--- src/rtl/sbr_pkg.sv ---
package sbr_pkg;

  typedef enum logic [3:0] {
    S_IDLE, S_LOAD, S_RD, S_WR, S_CRC, S_H0, S_H1, S_H2, S_POST, S_WAIT
  } sbr_state_e;

  // one byte through an MSB-first CRC8 (non-augmented form)
  function automatic logic [7:0] crc8_step(input logic [7:0] c_in,
                                           input logic [7:0] d,
                                           input logic [7:0] poly);
    logic [7:0] c;
    logic fb;
    c = c_in;
    for (int i = 7; i >= 0; i--) begin
      fb = c[7] ^ d[i];
      c  = {c[6:0], 1'b0};
      if (fb) c = c ^ poly;
    end
    return c;
  endfunction

  // one nibble through an MSB-first CRC4 (non-augmented form)
  function automatic logic [3:0] crc4_step(input logic [3:0] c_in,
                                           input logic [3:0] n,
                                           input logic [3:0] poly);
    logic [3:0] c;
    logic fb;
    c = c_in;
    for (int i = 3; i >= 0; i--) begin
      fb = c[3] ^ n[i];
      c  = {c[2:0], 1'b0};
      if (fb) c = c ^ poly;
    end
    return c;
  endfunction

endpackage

--- src/rtl/sbr_crc8_acc.sv ---
module sbr_crc8_acc #(
  parameter logic [7:0] POLY = 8'hD5
) (
  input  logic       clk,
  input  logic       rst,
  input  logic       clr,
  input  logic       en,
  input  logic [7:0] din,
  output logic [7:0] crc
);
  import sbr_pkg::*;

  always_ff @(posedge clk) begin
    if (rst || clr) crc <= '0;
    else if (en)    crc <= crc8_step(crc, din, POLY);
  end

endmodule

--- src/rtl/sbr_hdr_build.sv ---
module sbr_hdr_build #(
  parameter int MAX_PAY = 44,
  parameter int PAY_W   = $clog2(MAX_PAY + 1)
) (
  input  logic             clk,
  input  logic             rst,
  input  logic             hdr_en,
  input  logic             first,
  input  logic             last,
  input  logic             seq,
  input  logic [PAY_W-1:0] pay_len,
  output logic [7:0]       h0,
  output logic [7:0]       h1,
  output logic [7:0]       h2
);
  import sbr_pkg::*;

  localparam logic [3:0] LCT   = 4'd1;
  localparam logic [3:0] LCR   = 4'd0;
  localparam logic [3:0] POLY4 = 4'h3;

  logic [3:0] hi2;
  logic [3:0] c4;

  always_comb begin
    h0  = {LCT, LCR};
    h1  = {1'b0, 1'b0, 6'(pay_len) + 6'd1};
    hi2 = {first, last, 1'b0, seq};
    c4  = 4'd0;
    c4  = crc4_step(c4, h0[7:4], POLY4);
    c4  = crc4_step(c4, h0[3:0], POLY4);
    c4  = crc4_step(c4, h1[7:4], POLY4);
    c4  = crc4_step(c4, h1[3:0], POLY4);
    c4  = crc4_step(c4, hi2, POLY4);
    h2  = {hi2, c4};
  end

  AST_CHUNK_LEN: assert property (@(posedge clk) disable iff (rst)
    hdr_en |-> (pay_len != '0 && pay_len <= PAY_W'(MAX_PAY)));

endmodule

--- src/rtl/sbr_status_regs.sv ---
module sbr_status_regs #(
  parameter int STAT_BYTES = 16,
  parameter int RDY_BIT    = 4,
  parameter int SA_W       = $clog2(STAT_BYTES)
) (
  input  logic            clk,
  input  logic            rst,
  input  logic            post_set,
  input  logic [7:0]      port_count,
  input  logic            wr_en,
  input  logic [SA_W-1:0] wr_addr,
  input  logic [7:0]      wr_data,
  input  logic [SA_W-1:0] rd_addr,
  output logic [7:0]      rd_data,
  output logic            rdy
);

  localparam int POSTED = 3;

  logic [7:0] flat [STAT_BYTES];

  for (genvar g = 0; g < STAT_BYTES; g++) begin : g_byte
    logic [7:0] r;
    logic       hit;
    assign hit = wr_en && (wr_addr == SA_W'(g));

    if (g < POSTED) begin : g_post
      logic [7:0] pv;
      if (g == 0) begin : g_p0
        assign pv = port_count;
      end else if (g == 1) begin : g_p1
        assign pv = 8'(1 << RDY_BIT);
      end else begin : g_p2
        assign pv = 8'd0;
      end
      always_ff @(posedge clk) begin
        if (rst)           r <= '0;
        else if (post_set) r <= pv;
        else if (hit)      r <= r & ~wr_data;
      end
    end else begin : g_plain
      always_ff @(posedge clk) begin
        if (rst)      r <= '0;
        else if (hit) r <= r & ~wr_data;
      end
    end

    assign flat[g] = r;
  end

  always_ff @(posedge clk) begin
    if (rst) rd_data <= '0;
    else     rd_data <= flat[rd_addr];
  end

  assign rdy = flat[1][RDY_BIT];

  AST_POST_SETS_RDY: assert property (@(posedge clk) disable iff (rst)
    post_set |=> rdy);

  AST_W1C_RDY: assert property (@(posedge clk) disable iff (rst)
    (wr_en && !post_set && wr_addr == SA_W'(1) && wr_data[RDY_BIT]) |=> !rdy);

  AST_RDY_HOLD: assert property (@(posedge clk) disable iff (rst)
    (rdy && !(wr_en && wr_addr == SA_W'(1) && wr_data[RDY_BIT])) |=> rdy);

endmodule

--- src/rtl/sb_reply_segmenter.sv ---
module sb_reply_segmenter #(
  parameter int MAX_MSG    = 256,
  parameter int MAX_PAY    = 44,
  parameter int STAT_BYTES = 16,
  parameter int RDY_BIT    = 4
) (
  input  logic                            clk,
  input  logic                            rst,
  input  logic                            start,
  input  logic [$clog2(MAX_MSG+1)-1:0]    start_len,
  input  logic                            start_seq,
  input  logic [7:0]                      port_count,
  output logic                            buf_rd_en,
  output logic [$clog2(MAX_MSG)-1:0]      buf_rd_addr,
  input  logic [7:0]                      buf_rd_data,
  output logic                            win_wr_en,
  output logic [$clog2(MAX_PAY+4)-1:0]    win_wr_addr,
  output logic [7:0]                      win_wr_data,
  input  logic                            st_wr_en,
  input  logic [$clog2(STAT_BYTES)-1:0]   st_wr_addr,
  input  logic [7:0]                      st_wr_data,
  input  logic [$clog2(STAT_BYTES)-1:0]   st_rd_addr,
  output logic [7:0]                      st_rd_data,
  output logic                            irq,
  output logic                            busy
);
  import sbr_pkg::*;

  localparam int MSG_W     = $clog2(MAX_MSG + 1);
  localparam int BUF_AW    = $clog2(MAX_MSG);
  localparam int WIN_AW    = $clog2(MAX_PAY + 4);
  localparam int PAY_W     = $clog2(MAX_PAY + 1);
  localparam int SA_W      = $clog2(STAT_BYTES);
  localparam int HDR_BYTES = 3;

  sbr_state_e       state;
  logic [MSG_W-1:0] msg_len, pos, remain;
  logic [PAY_W-1:0] clen, idx, next_clen;
  logic             seq_q, irq_q, busy_q;
  logic             wr_en_q;
  logic [WIN_AW-1:0] wr_addr_q;
  logic [7:0]       wr_data_q;
  logic             first, last, rdy, post_set;
  logic [7:0]       crc8, h0, h1, h2;

  assign remain    = msg_len - pos;
  assign next_clen = (remain > MSG_W'(MAX_PAY)) ? PAY_W'(MAX_PAY) : remain[PAY_W-1:0];
  assign first     = (pos == '0);
  assign last      = ((pos + MSG_W'(clen)) == msg_len);
  assign post_set  = (state == S_POST);

  assign buf_rd_en   = (state == S_RD);
  assign buf_rd_addr = pos[BUF_AW-1:0] + BUF_AW'(idx);
  assign win_wr_en   = wr_en_q;
  assign win_wr_addr = wr_addr_q;
  assign win_wr_data = wr_data_q;
  assign irq         = irq_q;
  assign busy        = busy_q;

  sbr_crc8_acc #(.POLY(8'hD5)) u_crc8 (
    .clk (clk),
    .rst (rst),
    .clr (state == S_LOAD),
    .en  (state == S_WR),
    .din (buf_rd_data),
    .crc (crc8)
  );

  sbr_hdr_build #(.MAX_PAY(MAX_PAY), .PAY_W(PAY_W)) u_hdr (
    .clk     (clk),
    .rst     (rst),
    .hdr_en  (state == S_H0 || state == S_H1 || state == S_H2),
    .first   (first),
    .last    (last),
    .seq     (seq_q),
    .pay_len (clen),
    .h0      (h0),
    .h1      (h1),
    .h2      (h2)
  );

  sbr_status_regs #(.STAT_BYTES(STAT_BYTES), .RDY_BIT(RDY_BIT), .SA_W(SA_W)) u_stat (
    .clk        (clk),
    .rst        (rst),
    .post_set   (post_set),
    .port_count (port_count),
    .wr_en      (st_wr_en),
    .wr_addr    (st_wr_addr),
    .wr_data    (st_wr_data),
    .rd_addr    (st_rd_addr),
    .rd_data    (st_rd_data),
    .rdy        (rdy)
  );

  always_ff @(posedge clk) begin
    if (rst) begin
      state     <= S_IDLE;
      msg_len   <= '0;
      pos       <= '0;
      clen      <= '0;
      idx       <= '0;
      seq_q     <= 1'b0;
      irq_q     <= 1'b0;
      busy_q    <= 1'b0;
      wr_en_q   <= 1'b0;
      wr_addr_q <= '0;
      wr_data_q <= '0;
    end else begin
      wr_en_q <= 1'b0;
      irq_q   <= 1'b0;
      case (state)
        S_IDLE: begin
          if (start && start_len != '0 && start_len <= MSG_W'(MAX_MSG)) begin
            msg_len <= start_len;
            seq_q   <= start_seq;
            pos     <= '0;
            busy_q  <= 1'b1;
            state   <= S_LOAD;
          end
        end
        S_LOAD: begin
          clen  <= next_clen;
          idx   <= '0;
          state <= S_RD;
        end
        S_RD: state <= S_WR;
        S_WR: begin
          wr_en_q   <= 1'b1;
          wr_addr_q <= WIN_AW'(HDR_BYTES) + WIN_AW'(idx);
          wr_data_q <= buf_rd_data;
          idx       <= idx + 1'b1;
          state     <= (idx == clen - 1'b1) ? S_CRC : S_RD;
        end
        S_CRC: begin
          wr_en_q   <= 1'b1;
          wr_addr_q <= WIN_AW'(HDR_BYTES) + WIN_AW'(clen);
          wr_data_q <= crc8;
          state     <= S_H0;
        end
        S_H0: begin
          wr_en_q   <= 1'b1;
          wr_addr_q <= WIN_AW'(0);
          wr_data_q <= h0;
          state     <= S_H1;
        end
        S_H1: begin
          wr_en_q   <= 1'b1;
          wr_addr_q <= WIN_AW'(1);
          wr_data_q <= h1;
          state     <= S_H2;
        end
        S_H2: begin
          wr_en_q   <= 1'b1;
          wr_addr_q <= WIN_AW'(2);
          wr_data_q <= h2;
          pos       <= pos + MSG_W'(clen);
          state     <= S_POST;
        end
        S_POST: begin
          irq_q <= 1'b1;
          state <= S_WAIT;
        end
        S_WAIT: begin
          if (!rdy) begin
            if (pos == msg_len) begin
              busy_q <= 1'b0;
              state  <= S_IDLE;
            end else begin
              state <= S_LOAD;
            end
          end
        end
        default: state <= S_IDLE;
      endcase
    end
  end

  AST_IRQ_SINGLE: assert property (@(posedge clk) disable iff (rst)
    irq |=> !irq);

  AST_IRQ_WITH_RDY: assert property (@(posedge clk) disable iff (rst)
    irq |-> rdy);

  AST_STALL_QUIET: assert property (@(posedge clk) disable iff (rst)
    rdy |-> (!win_wr_en && !buf_rd_en));

  AST_WIN_BOUND: assert property (@(posedge clk) disable iff (rst)
    win_wr_en |-> (win_wr_addr <= WIN_AW'(MAX_PAY + 3)));

  AST_BUSY_RISE: assert property (@(posedge clk) disable iff (rst)
    $rose(busy) |-> $past(start));

endmodule

--- config.mk ---
export PLATFORM = sky130hd
export DESIGN_NAME = sb_reply_segmenter
export DESIGN_NICKNAME = d
export VERILOG_FILES = /design/src/rtl/sbr_pkg.sv /design/src/rtl/sbr_crc8_acc.sv /design/src/rtl/sbr_hdr_build.sv /design/src/rtl/sbr_status_regs.sv /design/src/rtl/sb_reply_segmenter.sv
export SDC_FILE = /design/constraint.sdc
export NUM_CORES = 1
export LEC_CHECK = 0
export BUFFER_PORTS_ARGS = -buffer_cell sky130_fd_sc_hd__buf_2
export CORE_MARGIN = 5
export CORE_UTILIZATION = 28
export DETAILED_ROUTE_END_ITERATION = 7
export PLACE_DENSITY = 0.48
export SLEW_MARGIN = 20
export SYNTH_ARGS = -nofsm -noshare
export SYNTH_HDL_FRONTEND = slang
export SYNTH_HIERARCHICAL = 1
export SYNTH_SLANG_ARGS = --single-unit
--- constraint.sdc ---
create_clock -name clk -period 4.94 [get_ports clk]
set_input_delay 0.988 -clock clk [delete_from_list [all_inputs] [get_ports clk]]
set_output_delay 0.988 -clock clk [all_outputs]
set_load 0.005 [all_outputs]
Word level (Yosys, flattened, before mapping). Cells that the tools add are included.

Register bits after elaboration: 196. Input bits: 46. Output and inout bits: 34. Logic and storage cells: 213.

Add/sub/neg operators: 8. $lt $le $gt $ge: 3. Equality and inequality tests: 30. Mux-type cells: 56. Bitwise operators: 51. Reduce and logical (&&, ||, !) cells: 35.

Operators with widths (number): two-way mux 8 bit (26); AND 8 bit (16); equality test 4 bit, second input constant (10); NOT 5 bit (8); one-hot mux 4 bit (10 select lines) (1); one-hot mux 8 bit (5 select lines) (1); binary-select mux 8 bit (select 4 bit) (1); equality test 4 x 3 -> 1 bit, second input constant (8); one-hot mux 6 bit (5 select lines) (1); two-way mux 2 bit (10); equality test 9 bit (2); logical AND 1 bit (18); NOT 2 bit (9); one-hot mux 9 bit (2 select lines) (1); equality test 4 x 2 -> 1 bit, second input constant (4); bitwise XOR 1 bit (14); adder 2 x 6 -> 6 bit, first input constant (2); adder 6 x 1 -> 6 bit, second input constant (2); one-hot mux 6 bit (2 select lines) (1); two-way mux 5 bit (2); nonzero test 2 bit (5); adder 9 x 6 -> 9 bit (1); greater-than comparator 9 x 6 -> 1 bit, second input constant (1); less-or-equal comparator 9 bit, second input constant (1); other kinds (25) (38).

Longest topological paths before layout.
Word-level depth: 30. Gate-level depth with buffers: 16. Mapped depth without buffers: 16.

Hierarchy. The synthesis kept the hierarchy.

By module, submodules not included: sbr_status_regs (times used 1, cells each 542, area each 5500.3 um^2); sb_reply_segmenter (times used 1, cells each 450, area each 3861.2 um^2); sbr_crc8_acc (times used 1, cells each 57, area each 631.9 um^2); sbr_hdr_build (times used 1, cells each 46, area each 422.9 um^2).

Least setup slack after synthesis. OpenSTA, ideal clock, no wires.

Path kind: reg-to-reg. Start: register clen[0]. End: register wr_data_q[2], in the netlist win_wr_data[2]. Arrival time: 3.775 ns. Path slack: 1.028 ns. Stages on the path, launching flop included: 17. Path buffers: 0. Cell sequence: dfxtp_1 -> ha_1 -> inv_1 -> fa_1 -> nor2b_1 -> o311ai_1 -> a21oi_1 -> xnor2_1 -> o211ai_1 -> a2111oi_1 -> xor2_1 -> xnor2_1 -> xnor2_1 -> xnor3_1 -> mux4_2 -> nor2_1 -> a211oi_1.

Elaborated cells between the ends (all ways): 23. Classes of those cells: add/sub (2); eq/ne (1); mux (9); bitwise (11).

RTL lines: from (decl) (RTL line sb_reply_segmenter.sv:38) `logic [PAY_W-1:0] clen, idx, next_clen;`; from (signal assigned) (RTL line sb_reply_segmenter.sv:122) `clen <= next_clen;`; adder 9 x 6 -> 9 bit (*) (RTL line sb_reply_segmenter.sv:49) `assign last = ((pos + MSG_W'(clen)) == msg_len);`; equality test 9 bit (*) (RTL line sb_reply_segmenter.sv:49); via last (RTL line sb_reply_segmenter.sv:43) `logic first, last, rdy, post_set;`; bitwise XOR 1 bit (*) (RTL line sbr_pkg.sv:30) `fb = c[3] ^ n[i];`; two-way mux 2 bit (*) (RTL line sbr_pkg.sv:32) `if (fb) c = c ^ poly;`; NOT 2 bit (no source line); two-way mux 2 bit (*) (RTL line sbr_pkg.sv:32); via h2[2] (RTL line sb_reply_segmenter.sv:44) `logic [7:0] crc8, h0, h1, h2;`; one-hot mux 8 bit (5 select lines) (*) (RTL line sb_reply_segmenter.sv:111) `case (state)`; to (signal assigned) (RTL line sb_reply_segmenter.sv:130) `wr_data_q <= buf_rd_data;`; to (signal assigned) (RTL line sb_reply_segmenter.sv:137) `wr_data_q <= crc8;`; to (decl) (RTL line sb_reply_segmenter.sv:42) `logic [7:0] wr_data_q;`.

Mark *: on every way through the listed nets, which the timed path passes. The rest lies on a longest branch. A chain may end at the register's enable or synchronous reset.

Final worst setup path.
Start: register clen[2]. End: register wr_data_q[3], in the netlist win_wr_data[3].

Elaborated cells between the ends (all ways): 21. Classes of those cells: add/sub (2); eq/ne (1); mux (8); bitwise (10).

RTL lines (RTL line): adder 9 x 6 -> 9 bit (sb_reply_segmenter.sv:49); equality test 9 bit (sb_reply_segmenter.sv:49); via last (sb_reply_segmenter.sv:43); bitwise XOR 1 bit (sbr_pkg.sv:30); two-way mux 2 bit (sbr_pkg.sv:32); via h2[3] (sb_reply_segmenter.sv:44); one-hot mux 8 bit (5 select lines) (sb_reply_segmenter.sv:111).

The timed path passes the listed nets, and every way through them passes these cells.

==> impl_metrics.csv <==
group,metric,value,unit
run_status,status,"complete, no violations",
placed_design,portBuffers,79,
clock_network,clk_pin_slew,0.08,ns
final_layout,final_nets,1211,
synthesis,yosysWarnings,6,
synthesis,synth-simple-area-share,17.5,%
clock_network,worstSkewPairLatency,0.44,ns
worst_setup_path,cpMaxStageDelayCell,"dfxtp_1",
synthesis,synth_edf_count,0,
power,power_density,295,nW/um^2
route,routed.top_layer,"met5",
die,fp-row-count,70,
placed_design,dp.final_hpwl,20300,microns
route,detail_route.wl_per_cell,17.6,microns
timing,maxSlewHeadroom,30.3,%
synthesis,postSynth.asyncResetShare,0,%
route,vias,7962,
synthesis,synth_compound_area_share,14.9,%
worst_setup_path,cp_max_fo,16,
final_layout,drive_gt1_share,16.8,%
die,dieArea,41200,sq um
synthesis,seq_area_frac_synth,37.7,%
timing,finalClockSkew,0.0110,ns
route,drt_pre_antenna_iters,5,
synthesis,synth_mux_area_share,12.7,%
timing,fmax,0.230,GHz
worst_setup_path,crit_required,5.23,ns
die,ioPinCount,80,
die,die_w,203,microns
synthesis,postSynthAreaPerCell,9.51,sq um
global_route,grt_pass1_vias,7977,
worst_hold_path,worst_hold_path_type,"flop to flop",
route,drc,0,
clock_network,clock_sinks,196,
die,coreArea,36700,sq um
worst_setup_path,worstSetupPathType,"flop to flop",
global_route,grt_overflow,0,
die,die_h,203,microns
power,p_leak,0.00451,uW
clock_network,cts_buffers,17,
timing,rsz0062_at_grt,"false",
route,vias_per_cell,4.91,
clock_network,cts_resized,0,
global_route,grt_start_max_net_pins,92,
die,initial_utilization,28.4,%
timing,min_period,4.35,ns
global_route,grt_pass1_wl,45700,microns
timing,slew_violations,0,
global_route,grt_use_total,13.9,%
clock_network,cts_setup_buffers,0,
route,wl_met1,14400,microns
synthesis,synthAdderAreaFrac,3.46,%
power,ir_drop,0.000168,V
worst_setup_path,max_stage_delay,0.68,ns
final_layout,design_area,11800,sq um
synthesis,synthesis.area,10400,sq um
clock_network,h-tree-depth,4,
synthesis,syn_inst,1095,
route,drt-total-wl,28600,microns
timing,tightest_slew,1.04,ns
global_route,antenna_found_initial,3,
worst_setup_path,arrival,4.64,ns
synthesis,ys_seq_elements,196,
clock_network,cts_root_buf,"clkbuf_16",
synthesis,ys_types,77,
synthesis,synthXorXnorAreaFrac,8.54,%
timing,fin_crit_sh,88.0,%
final_layout,synthToLayoutAreaGrowth,13.2,%
synthesis,synth_top_family_by_area,"simple AND/OR/NAND/NOR gates",
clock_network,hold_buffers,0,
worst_setup_path,cp-end-kind,"flop",
worst_setup_path,start_kind,"flop",
synthesis,synth-main-ff-cell,"dfxtp_1",
worst_setup_path,crit_chain,"ha_1 > nor2b_1 > o311ai_1 > a21oi_1 > o211ai_1 > o211ai_1 > a2111oi_1 > buf_4 > xor2_1 > xnor2_1 > xnor2_1 > xnor3_1 > mux4_2 > nor2_1 > a211oi_1",
job,cap_viol_max_count,0,
placed_design,place_area,11200,sq um
route,drt_iter0_drc,479,
final_layout,n_fill_cell,3806,
clock_network,cts_tree,"done",
route,route.met2.wl,12800,microns
route,dr_wl_met3,1080,microns
route,final_antenna_net_count,0,
clock_network,clk_path_buf_depth,2,
timing,hold_viol_final,0,
timing,finalSetupViolCount,0,
timing,final.setup.tns,0,ns
placed_design,gp_congestion,0.812,
-- metal layers --
| metal | track usage, % | vias up |
|---|---|---|
| li1 | - | 3938 |
| met1 | 20.3 | 3864 |
| met2 | 21.5 | 139 |
| met3 | 2.40 | 17 |
| met4 | 3.08 | 4 |
| met5 | 0 | - |
-- per-stage QoR --
| step | utilization, % | cells | total power, uW | setup slack [ns] | hold WS [ns] |
|---|---|---|---|---|---|
| 3_5_place_dp | 30.4 | 1587 | 2080 | 0.605 | 0.422 |
| 4_1_cts | 32.1 | 1619 | 3540 | 0.594 | 0.434 |
| 5_1_grt | 32.1 | 1619 | 3640 | 0.118 | 0.446 |
| 6_report | 32.1 | 1620 | 3480 | 0.592 | 0.430 |
| 2_1_floorplan | - | 1104 | 1970 | 1.03 | 0.409 |
| 3_3_place_gp | 30.4 | 1587 | 2080 | 0.735 | 0.418 |
-- cell type report --
class | instances | area (sq um) | share of cell area, %
clock buffer | 19 | 453 | 3.84
inverter | 31 | 116 | 0.987
antenna | 1 | 2.50 | 0.0212
sequential | 196 | 3920 | 33.3
clock inverter | 13 | 158 | 1.34
timing repair buffer | 97 | 533 | 4.52
tap | 468 | 586 | 4.97
multi-input combinational | 795 | 6010 | 51.0
-- final timing paths --
check,startpoint,endpoint,slack [ns],cells past startpoint
max,clen[2],win_wr_data[3],0.59,15
max reg2reg,clen[2],win_wr_data[3],0.59,15
min,u_stat/g_byte[2].r[5],u_stat/g_byte[2].r[5],0.43,2
min reg2reg,u_stat/g_byte[2].r[5],u_stat/g_byte[2].r[5],0.43,2
-- layout by cell type, fill, tap and decap left out, types with 5 or more instances in the layout --
| master | n |
|---|---|
| nor3_1 | 20 |
| nand3b_1 | 7 |
| dfxtp_1 | 196 |
| nor2_1 | 71 |
| ha_1 | 24 |
| nand2_1 | 47 |
| clkbuf_16 | 17 |
| mux4_2 | 37 |
| conb_1 | 11 |
| inv_1 | 31 |
| a211o_1 | 9 |
| a22oi_1 | 8 |
| nand4_1 | 6 |
| nor2b_1 | 9 |
| a21oi_1 | 151 |
| o22ai_1 | 5 |
| xnor2_1 | 41 |
| mux2i_1 | 47 |
| xnor3_1 | 7 |
| nand2b_1 | 112 |
| buf_4 | 19 |
| a211oi_1 | 13 |
| nor4_1 | 6 |
| or3_1 | 6 |
| buf_2 | 78 |
| xor2_1 | 24 |
| nand3_1 | 21 |
| o21ai_0 | 18 |
-- sequential cells by signal (all words and copies together), names as in the netlist, 4 cells and up --
signal,flops
idx,6
u_stat/rd_data,8
msg_len,9
win_wr_addr,6
clen,6
win_wr_data,8
pos,9
u_stat/g_byte.r,128
u_crc8/crc,8
state,4
-- cell usage after synthesis, types with 8 or more instances --
library cell    n  area [sq um]
nor2_1         71           267
a211o_1         9          78.8
mux4_2         37           833
clkbuf_1       41           154
inv_1          31           116
nor2b_1         9          56.3
dfxtp_1       196          3920
ha_1           24           300
o21ai_0        18          90.1
nand2_1        47           176
buf_4          18           135
xnor2_1        41           359
buf_1           9          33.8
buf_2          10          50.1
a22oi_1         8          60.1
xor2_1         24           210
nand2b_1      112           701
nand3_1        21           105
a21oi_1       151           756
nor3_1         22           110
a211oi_1       13          97.6
mux2i_1        47           470
-- critical path: cells and delay by family, from the launching register on --
family	cells	cell delay, ns
and+or+nand+nor	2	0.27
muxes	1	0.46
AOI/OAI and AO/OA	6	1.44
xor gates and xnor gates	4	0.76
buffers and inverters	1	0.21
adders and majority gates	1	0.38
DFF	1	0.68
-- kinds of logic (layout without fill, tap and decap cells) --
group	count (synthesis)	in the layout
flip-flops	196	196
buffers and inverters	113	160
AO/OA/AOI/OAI	253	253
adder cells (fa/ha/maj)	27	27
other	2	12
AND/OR/NAND/NOR	338	338
multiplexers	86	86
XOR/XNOR	80	80
-- where the power goes --
part           internal [uW]  switching (uW)  leakage (uW)
clock                    753             688      0.000294
sequential              1590            26.0       0.00158
combinational            193             229       0.00264
total                   2540             943       0.00451
(Power assumes the default switching activity.)
